## src/rtl/shared_word_pkg.sv

```systemverilog
// Shared constants and types for the shared word access sequencer.
// Assumes an 8-bit register bus; byte offsets are fixed here.
package shared_word_pkg;
    localparam logic [7:0] OFS_CTRL = 8'h0B;
    localparam logic [7:0] OFS_ADDR = 8'h0C;
    localparam logic [7:0] OFS_DLO  = 8'h0D;

    localparam int CB_BUSY = 0;
    localparam int CB_WR   = 1;
    localparam int CB_RD   = 2;
    localparam int CB_SEL  = 3;
    localparam int CB_WEN  = 4;

    typedef enum logic [1:0] {TGT_NONE, TGT_PHY, TGT_ROM} tgt_e;
    typedef enum logic [1:0] {ST_IDLE, ST_WAIT, ST_QUICK} st_e;

    typedef struct packed {
        logic go;
        logic rd;
        tgt_e tgt;
    } cmd_t;
endpackage

```

## src/rtl/swp_regs.sv

```systemverilog
// Host-visible register set: control, address and data bytes.
// Decodes commands written to control. All host writes are dropped
// while busy. The data word is loaded from the sequencer on read completion.
module swp_regs
    import shared_word_pkg::*;
#(
    parameter int WORD_W    = 16,
    parameter int OFF_W     = 6,
    parameter int PHY_SEL_W = 2,
    parameter logic [PHY_SEL_W-1:0] LOCAL_PHY = 2'b01
) (
    input  logic              clk,
    input  logic              rst_n,
    input  logic              reg_we,
    input  logic [7:0]        reg_addr,
    input  logic [7:0]        reg_wdata,
    output logic [7:0]        reg_rdata,
    input  logic              busy,
    input  logic              load_en,
    input  logic [WORD_W-1:0] load_val,
    output cmd_t              cmd,
    output logic [7:0]        addr_q,
    output logic [WORD_W-1:0] data_q
);
    localparam int NBYTES = WORD_W / 8;
    localparam int AW     = OFF_W + PHY_SEL_W;

    logic       host_wr;
    logic [3:0] ctrl_q;
    logic [7:0] lane_q [NBYTES];

    assign host_wr = reg_we && !busy;

    // Control bits 4:1 storage
    always_ff @(posedge clk) begin
        if (!rst_n)                               ctrl_q <= '0;
        else if (host_wr && reg_addr == OFS_CTRL) ctrl_q <= reg_wdata[CB_WEN:CB_WR];
    end

    // Address byte storage
    always_ff @(posedge clk) begin
        if (!rst_n)                               addr_q <= '0;
        else if (host_wr && reg_addr == OFS_ADDR) addr_q <= reg_wdata;
    end

    // One byte lane of the data word per generate pass
    for (genvar b = 0; b < NBYTES; b++) begin : g_lane
        always_ff @(posedge clk) begin
            if (!rst_n)       lane_q[b] <= '0;
            else if (load_en) lane_q[b] <= load_val[b*8 +: 8];
            else if (host_wr && reg_addr == OFS_DLO + 8'(b))
                              lane_q[b] <= reg_wdata;
        end
        assign data_q[b*8 +: 8] = lane_q[b];
    end

    // Command decode from a control write
    always_comb begin
        cmd.go  = host_wr && reg_addr == OFS_CTRL &&
                  (reg_wdata[CB_RD] || (reg_wdata[CB_WR] && reg_wdata[CB_WEN]));
        cmd.rd  = reg_wdata[CB_RD];
        if (!reg_wdata[CB_SEL])                        cmd.tgt = TGT_ROM;
        else if (addr_q[AW-1 -: PHY_SEL_W] == LOCAL_PHY) cmd.tgt = TGT_PHY;
        else                                           cmd.tgt = TGT_NONE;
    end

    // Readback multiplexer
    always_comb begin
        reg_rdata = '0;
        if (reg_addr == OFS_CTRL) reg_rdata = {3'b000, ctrl_q, busy};
        if (reg_addr == OFS_ADDR) reg_rdata = addr_q;
        for (int b = 0; b < NBYTES; b++)
            if (reg_addr == OFS_DLO + 8'(b)) reg_rdata = lane_q[b];
    end
endmodule

```

## src/rtl/swp_ctrl.sv

```systemverilog
// Operation sequencer: holds busy, waits for the selected ack or times out,
// and produces the word to load into the data register on completion.
// Assumes ack is a one-cycle pulse that is only seen while a request is open.
module swp_ctrl
    import shared_word_pkg::*;
#(
    parameter int WORD_W  = 16,
    parameter int TMO_CYC = 64
) (
    input  logic              clk,
    input  logic              rst_n,
    input  cmd_t              cmd,
    input  logic              ack,
    input  logic [WORD_W-1:0] rdata,
    output logic              busy,
    output tgt_e              active_tgt,
    output logic              op_rd,
    output logic              load_en,
    output logic [WORD_W-1:0] load_val
);
    localparam int TW = $clog2(TMO_CYC + 1);

    st_e         state;
    tgt_e        tgt_q;
    logic [TW-1:0] tmr;
    logic        finish;
    logic        expired;

    assign expired = (tmr == TW'(TMO_CYC - 1));
    assign finish  = (state == ST_QUICK) || (state == ST_WAIT && (ack || expired));

    // State, target latch and timeout counter
    always_ff @(posedge clk) begin
        if (!rst_n) begin
            state <= ST_IDLE;
            tgt_q <= TGT_NONE;
            op_rd <= 1'b0;
            tmr   <= '0;
        end else begin
            case (state)
                ST_IDLE: if (cmd.go) begin
                    tgt_q <= cmd.tgt;
                    op_rd <= cmd.rd;
                    tmr   <= '0;
                    state <= (cmd.tgt == TGT_NONE) ? ST_QUICK : ST_WAIT;
                end
                ST_WAIT: begin
                    if (finish) state <= ST_IDLE;
                    else        tmr   <= tmr + 1'b1;
                end
                default: state <= ST_IDLE;
            endcase
        end
    end

    // Completion data: back-end word on ack, all ones otherwise
    assign load_en    = finish && op_rd;
    assign load_val   = (state == ST_WAIT && ack) ? rdata : '1;
    assign busy       = (state != ST_IDLE);
    assign active_tgt = (state == ST_WAIT) ? tgt_q : TGT_NONE;
endmodule

```

## src/rtl/swp_route.sv

```systemverilog
// Steers the open request to one back-end port and selects its ack and data.
// Assumes operands come from registers that are frozen while busy.
module swp_route
    import shared_word_pkg::*;
#(
    parameter int WORD_W = 16,
    parameter int OFF_W  = 6
) (
    input  tgt_e              active_tgt,
    input  logic              op_rd,
    input  logic [OFF_W-1:0]  offset,
    input  logic [WORD_W-1:0] wdata,
    output logic              phy_req,
    output logic              phy_we,
    output logic [OFF_W-1:0]  phy_addr,
    output logic [WORD_W-1:0] phy_wdata,
    input  logic              phy_ack,
    input  logic [WORD_W-1:0] phy_rdata,
    output logic              rom_req,
    output logic              rom_we,
    output logic [OFF_W-1:0]  rom_addr,
    output logic [WORD_W-1:0] rom_wdata,
    input  logic              rom_ack,
    input  logic [WORD_W-1:0] rom_rdata,
    output logic              ack,
    output logic [WORD_W-1:0] rdata
);
    // Request and operand fan-out
    assign phy_req   = (active_tgt == TGT_PHY);
    assign rom_req   = (active_tgt == TGT_ROM);
    assign phy_we    = !op_rd;
    assign rom_we    = !op_rd;
    assign phy_addr  = offset;
    assign rom_addr  = offset;
    assign phy_wdata = wdata;
    assign rom_wdata = wdata;

    // Return path: only the port with an open request counts
    always_comb begin
        ack   = (phy_req && phy_ack) || (rom_req && rom_ack);
        rdata = phy_req ? phy_rdata : rom_rdata;
    end
endmodule

```

## src/rtl/shared_word_seq.sv

```systemverilog
// Top of the shared PHY/EEPROM word access sequencer.
// Joins the register set, the sequencer and the port router.
module shared_word_seq
    import shared_word_pkg::*;
#(
    parameter int WORD_W    = 16,
    parameter int OFF_W     = 6,
    parameter int PHY_SEL_W = 2,
    parameter logic [PHY_SEL_W-1:0] LOCAL_PHY = 2'b01,
    parameter int TMO_CYC   = 64
) (
    input  logic              clk,
    input  logic              rst_n,
    input  logic              reg_we,
    input  logic [7:0]        reg_addr,
    input  logic [7:0]        reg_wdata,
    output logic [7:0]        reg_rdata,
    output logic              phy_req,
    output logic              phy_we,
    output logic [OFF_W-1:0]  phy_addr,
    output logic [WORD_W-1:0] phy_wdata,
    input  logic              phy_ack,
    input  logic [WORD_W-1:0] phy_rdata,
    output logic              rom_req,
    output logic              rom_we,
    output logic [OFF_W-1:0]  rom_addr,
    output logic [WORD_W-1:0] rom_wdata,
    input  logic              rom_ack,
    input  logic [WORD_W-1:0] rom_rdata
);
    cmd_t              cmd;
    logic              busy;
    logic [7:0]        addr_q;
    logic [WORD_W-1:0] data_q;
    logic              load_en;
    logic [WORD_W-1:0] load_val;
    tgt_e              active_tgt;
    logic              op_rd;
    logic              ack;
    logic [WORD_W-1:0] rdata;

    swp_regs #(
        .WORD_W(WORD_W), .OFF_W(OFF_W), .PHY_SEL_W(PHY_SEL_W), .LOCAL_PHY(LOCAL_PHY)
    ) u_regs (
        .clk(clk), .rst_n(rst_n),
        .reg_we(reg_we), .reg_addr(reg_addr), .reg_wdata(reg_wdata), .reg_rdata(reg_rdata),
        .busy(busy), .load_en(load_en), .load_val(load_val),
        .cmd(cmd), .addr_q(addr_q), .data_q(data_q)
    );

    swp_ctrl #(.WORD_W(WORD_W), .TMO_CYC(TMO_CYC)) u_ctrl (
        .clk(clk), .rst_n(rst_n), .cmd(cmd), .ack(ack), .rdata(rdata),
        .busy(busy), .active_tgt(active_tgt), .op_rd(op_rd),
        .load_en(load_en), .load_val(load_val)
    );

    swp_route #(.WORD_W(WORD_W), .OFF_W(OFF_W)) u_route (
        .active_tgt(active_tgt), .op_rd(op_rd),
        .offset(addr_q[OFF_W-1:0]), .wdata(data_q),
        .phy_req(phy_req), .phy_we(phy_we), .phy_addr(phy_addr), .phy_wdata(phy_wdata),
        .phy_ack(phy_ack), .phy_rdata(phy_rdata),
        .rom_req(rom_req), .rom_we(rom_we), .rom_addr(rom_addr), .rom_wdata(rom_wdata),
        .rom_ack(rom_ack), .rom_rdata(rom_rdata),
        .ack(ack), .rdata(rdata)
    );
endmodule

```

## config.mk

```make
export PLATFORM = sky130hd
export DESIGN_NAME = shared_word_seq
export DESIGN_NICKNAME = d
export VERILOG_FILES = /design/src/rtl/shared_word_pkg.sv /design/src/rtl/swp_regs.sv /design/src/rtl/swp_ctrl.sv /design/src/rtl/swp_route.sv /design/src/rtl/shared_word_seq.sv
export SDC_FILE = /design/constraint.sdc
export NUM_CORES = 1
export LEC_CHECK = 0
export ABC_AREA = 1
export BUFFER_PORTS_ARGS = -buffer_cell sky130_fd_sc_hd__buf_2
export CAP_MARGIN = 20
export CORE_ASPECT_RATIO = 0.7
export CORE_MARGIN = 2
export CORE_UTILIZATION = 45
export DETAILED_ROUTE_END_ITERATION = 6
export PLACE_DENSITY = 0.86
export SYNTH_ARGS = -nofsm -noshare
export SYNTH_HDL_FRONTEND = slang
export SYNTH_SLANG_ARGS = --single-unit
export TNS_END_PERCENT = 50
```

## constraint.sdc

```tcl
create_clock -name clk -period 2.3 [get_ports clk]
set_input_delay 0.23 -clock clk [delete_from_list [all_inputs] [get_ports clk]]
set_output_delay 0.23 -clock clk [all_outputs]
set_load 0.1 [all_outputs]
```

==> impl_metrics.xml <==
<?xml version="1.0" encoding="UTF-8"?>
<metrics>
  <group name="placed_design">
    <metric name="dpl_worst_slack" unit="ns">0.354</metric>
    <metric name="count_of_buffers_from_port_buffering" unit="">108</metric>
    <metric name="routabilityCongestion" unit="">0.859</metric>
    <metric name="hpwlAfterDp" unit="um">5770</metric>
  </group>
  <group name="routing">
    <metric name="vias" unit="">2733</metric>
    <metric name="drt_drc_violations_left" unit="">0</metric>
    <metric name="routed_wirelength" unit="um">7300</metric>
    <metric name="drt-initial-drc-count" unit="">218</metric>
    <metric name="routed_wire_length_per_instance" unit="um">13.7</metric>
    <metric name="antenna_left" unit="">0</metric>
    <metric name="routed_via_density" unit="">5.12</metric>
    <metric name="drt_pass1_iterations" unit="">5</metric>
  </group>
  <group name="floorplan">
    <metric name="placementRows" unit="">23</metric>
    <metric name="placeableCoreArea" unit="um^2">5700</metric>
    <metric name="design.die.area" unit="um^2">6520</metric>
    <metric name="die_w" unit="um">95.7</metric>
    <metric name="design.portCount" unit="">109</metric>
    <metric name="initial_core_util" unit="%">46.4</metric>
    <metric name="vert_die_dim" unit="um">68.2</metric>
  </group>
  <group name="global_route">
    <metric name="wire_length_of_the_first_global_routing_pass" unit="um">10700</metric>
    <metric name="global_route.usage.met3" unit="%">4.52</metric>
    <metric name="number_of_antenna_violations_at_the_first_check_in_global_routing" unit="">0</metric>
    <metric name="grt_pass1_vias" unit="">2165</metric>
    <metric name="gr_usage_total" unit="%">21.8</metric>
    <metric name="groute.layer.met2.usage" unit="%">32.2</metric>
    <metric name="maximum_number_of_pins_on_one_net_before_global_route_repair" unit="">27</metric>
    <metric name="grt.overflow.total" unit="">0</metric>
    <metric name="grt_busiest_layer" unit="">met2</metric>
    <metric name="grt_use_met1" unit="%">31.1</metric>
  </group>
  <group name="timing">
    <metric name="final-setup-viol-count" unit="">0</metric>
    <metric name="setup_slack" unit="ns">0.209</metric>
    <metric name="clock_skew" unit="ns">0.00934</metric>
    <metric name="hold_viol_final" unit="">0</metric>
    <metric name="report.final.slew_viol_count" unit="">0</metric>
    <metric name="final_cycle_share" unit="%">90.9</metric>
    <metric name="finalWorstPathRequiredPeriod" unit="ns">2.09</metric>
    <metric name="worst-slew-pin-transition" unit="ns">0.558</metric>
    <metric name="normalized_max_slew_margin" unit="%">62.5</metric>
    <metric name="setup_repair_after_global_routing_missed_its_margin" unit="">false</metric>
    <metric name="clock.fmax" unit="MHz">478</metric>
  </group>
  <group name="critical_path">
    <metric name="largest_fanout_on_the_critical_path" unit="">17</metric>
    <metric name="critical_path_required" unit="ns">2.07</metric>
    <metric name="crit_path_end_kind" unit="">primary output</metric>
    <metric name="timing.setup.critical_path_class" unit="">flop to primary output</metric>
    <metric name="kind_of_start_point_of_the_critical_path" unit="">flop</metric>
    <metric name="cp_data_arrival_time" unit="ns">1.86</metric>
  </group>
  <group name="clock_network">
    <metric name="cts-root-to-sink-buffers" unit="">2</metric>
    <metric name="htree_levels" unit="">2</metric>
    <metric name="worst_skew_pair.late_latency" unit="ns">0.29</metric>
    <metric name="tritoncts_clock_tree" unit="">built</metric>
    <metric name="clk_pin_slew_worst_paths" unit="ns">0.08</metric>
    <metric name="clock-sinks" unit="">40</metric>
    <metric name="clock-root-buffer" unit="">clkbuf_8</metric>
    <metric name="post_cts_buffers" unit="">0</metric>
    <metric name="tritoncts.num_buffers" unit="">5</metric>
  </group>
  <group name="outcome">
    <metric name="outcome" unit="">finished, final reports clean</metric>
  </group>
  <group name="layout">
    <metric name="utilization_after_layout" unit="%">54.8</metric>
    <metric name="design.final.nets" unit="">512</metric>
    <metric name="area_delta_synth_final" unit="%">18.0</metric>
    <metric name="drive_gt1_share" unit="%">30.5</metric>
    <metric name="antenna_cells" unit="">0</metric>
  </group>
  <group name="power">
    <metric name="pwr_density_cell" unit="nW/um^2">485</metric>
    <metric name="power.ir.vdd_worst" unit="mV">0.231</metric>
    <metric name="power.leakage" unit="nW">1.49</metric>
  </group>
  <group name="synthesis">
    <metric name="post_synth_net_total" unit="">436</metric>
    <metric name="syn_inst" unit="">382</metric>
    <metric name="synth.yosys.seq_area_share" unit="%">36.3</metric>
    <metric name="yosysWarningCount" unit="">0</metric>
    <metric name="post_synth_top_flop" unit="">dfxtp_1</metric>
    <metric name="synth.cell_area" unit="um^2">2650</metric>
    <metric name="postSynthRegisterBits" unit="">40</metric>
    <metric name="synth_cell_type_count" unit="">33</metric>
    <metric name="synthArstFlopShare" unit="%">0</metric>
    <metric name="synth_edf_count" unit="">16</metric>
    <metric name="synthesis.area_per_instance" unit="um^2">6.93</metric>
  </group>
  <group name="min_path">
    <metric name="hold_path.class" unit="">input pin to flop</metric>
  </group>
  <group name="run">
    <metric name="max-cap-violations" unit="">0</metric>
  </group>
</metrics>
==> through the flow <==
step | cells | power, mW | TNS, ns | hold WS, ns | instance area [um^2]
final | 534 | 1.51 | 0 | 0.226 | 3120
after global routing | 534 | 1.56 | 0 | 0.230 | 3120
after CTS | 534 | 1.52 | 0 | 0.231 | 3120
after detailed placement | 526 | 1.05 | 0 | 0.457 | 3030
after global placement | 526 | 1.05 | 0 | 0.452 | 3030
after floorplan | 382 | 0.980 | -0.111 | 0.365 | 2650
==> report_power, final <==
part           internal [mW]  switching, mW  total [mW]
clock network          0.245          0.233       0.477
logic                 0.0566          0.223       0.279
registers              0.746         0.0113       0.757
==> registers in the layout, summed over array words and instances (netlist names) <==
register / count
u_ctrl.tmr: 7
u_ctrl.tgt_q: 2
u_regs.lane_q: 16
u_regs.addr_q: 8
u_regs.ctrl_q: 4
u_ctrl.state: 2
u_ctrl.op_rd: 1
==> critical path, cell delays in order (launching register included) <==
cell and delay (ns):
dfxtp_1 0.43, nand2_4 0.12, inv_2 0.13, nand2_2 0.21, inv_2 0.28, clkbuf_4 0.39
==> synth_stat cells, types with 2 or more instances <==
| cell type | count | share of area, % |
|---|---|---|
| inv_2 | 7 | 0.99 |
| clkbuf_1 | 3 | 0.43 |
| o21ai_0 | 11 | 2.1 |
| nand3_1 | 35 | 6.6 |
| buf_2 | 4 | 0.76 |
| nor2_4 | 3 | 1.3 |
| buf_4 | 31 | 8.8 |
| a21oi_1 | 19 | 3.6 |
| nand2_1 | 138 | 20 |
| nand3_2 | 3 | 1.1 |
| nand2_4 | 2 | 0.85 |
| nand4_1 | 14 | 3.3 |
| nand2_2 | 4 | 0.95 |
| edfxtp_1 | 16 | 18 |
| inv_1 | 19 | 2.7 |
| dfxtp_1 | 24 | 18 |
| nor3_1 | 3 | 0.57 |
| nor2_1 | 31 | 4.4 |
==> cell usage in the layout, fill, tap and decap left out, drive strengths merged, types with 3 or more instances in the layout <==
cell	count
a21oi	19
nor2	36
nand2	144
buf	108
edfxtp	16
o21ai	12
dfxtp	24
clkbuf	9
nor3	3
nand3	39
inv	26
nand4	14
==> area by class of cell <==
| type | count | area (um^2) |
|---|---|---|
| well taps | 75 | 93.8 |
| repair buffers | 109 | 566 |
| fillers | 551 | 2580 |
| flip-flops and latches | 40 | 961 |
| clock buffers | 8 | 90.1 |
| inverters | 27 | 103 |
| multi-input cells | 275 | 1310 |
==> worst paths after layout <==
check	end	slack (ns)	start	cells past startpoint
worst max-delay path	phy_req	0.21	u_ctrl.state[0]	5
worst min register to register	u_regs.ctrl_q[0]	0.47	u_regs.ctrl_q[0]	2
worst min-delay path	u_regs.addr_q[7]	0.23	reg_wdata[7]	3
worst max register to register	u_regs.lane_q[0][7]	0.30	u_ctrl.tmr[0]	7
==> routing by layer <==
metal  vias to the layer above  wire [um]
met5                         -          0
met4                         0        178
met3                        16        802
met2                       154       3070
met1                      1194       3250
li1                       1369          -
==> cells by family after synthesis <==
family,share of synthesized area [%]
xor+xnor,0.662
flops,36.3
simple gates,41.7
fa+ha+maj,0.473
buf+inv,14.4
compound gates,6.43
==> repair_timing <==
action / in CTS / in global routing
setup endpoints to repair: 0 / 1
hold buffers: 0 / 0
resized for setup: 0 / 1
Note: power is estimated with default switching activity, not from simulation.
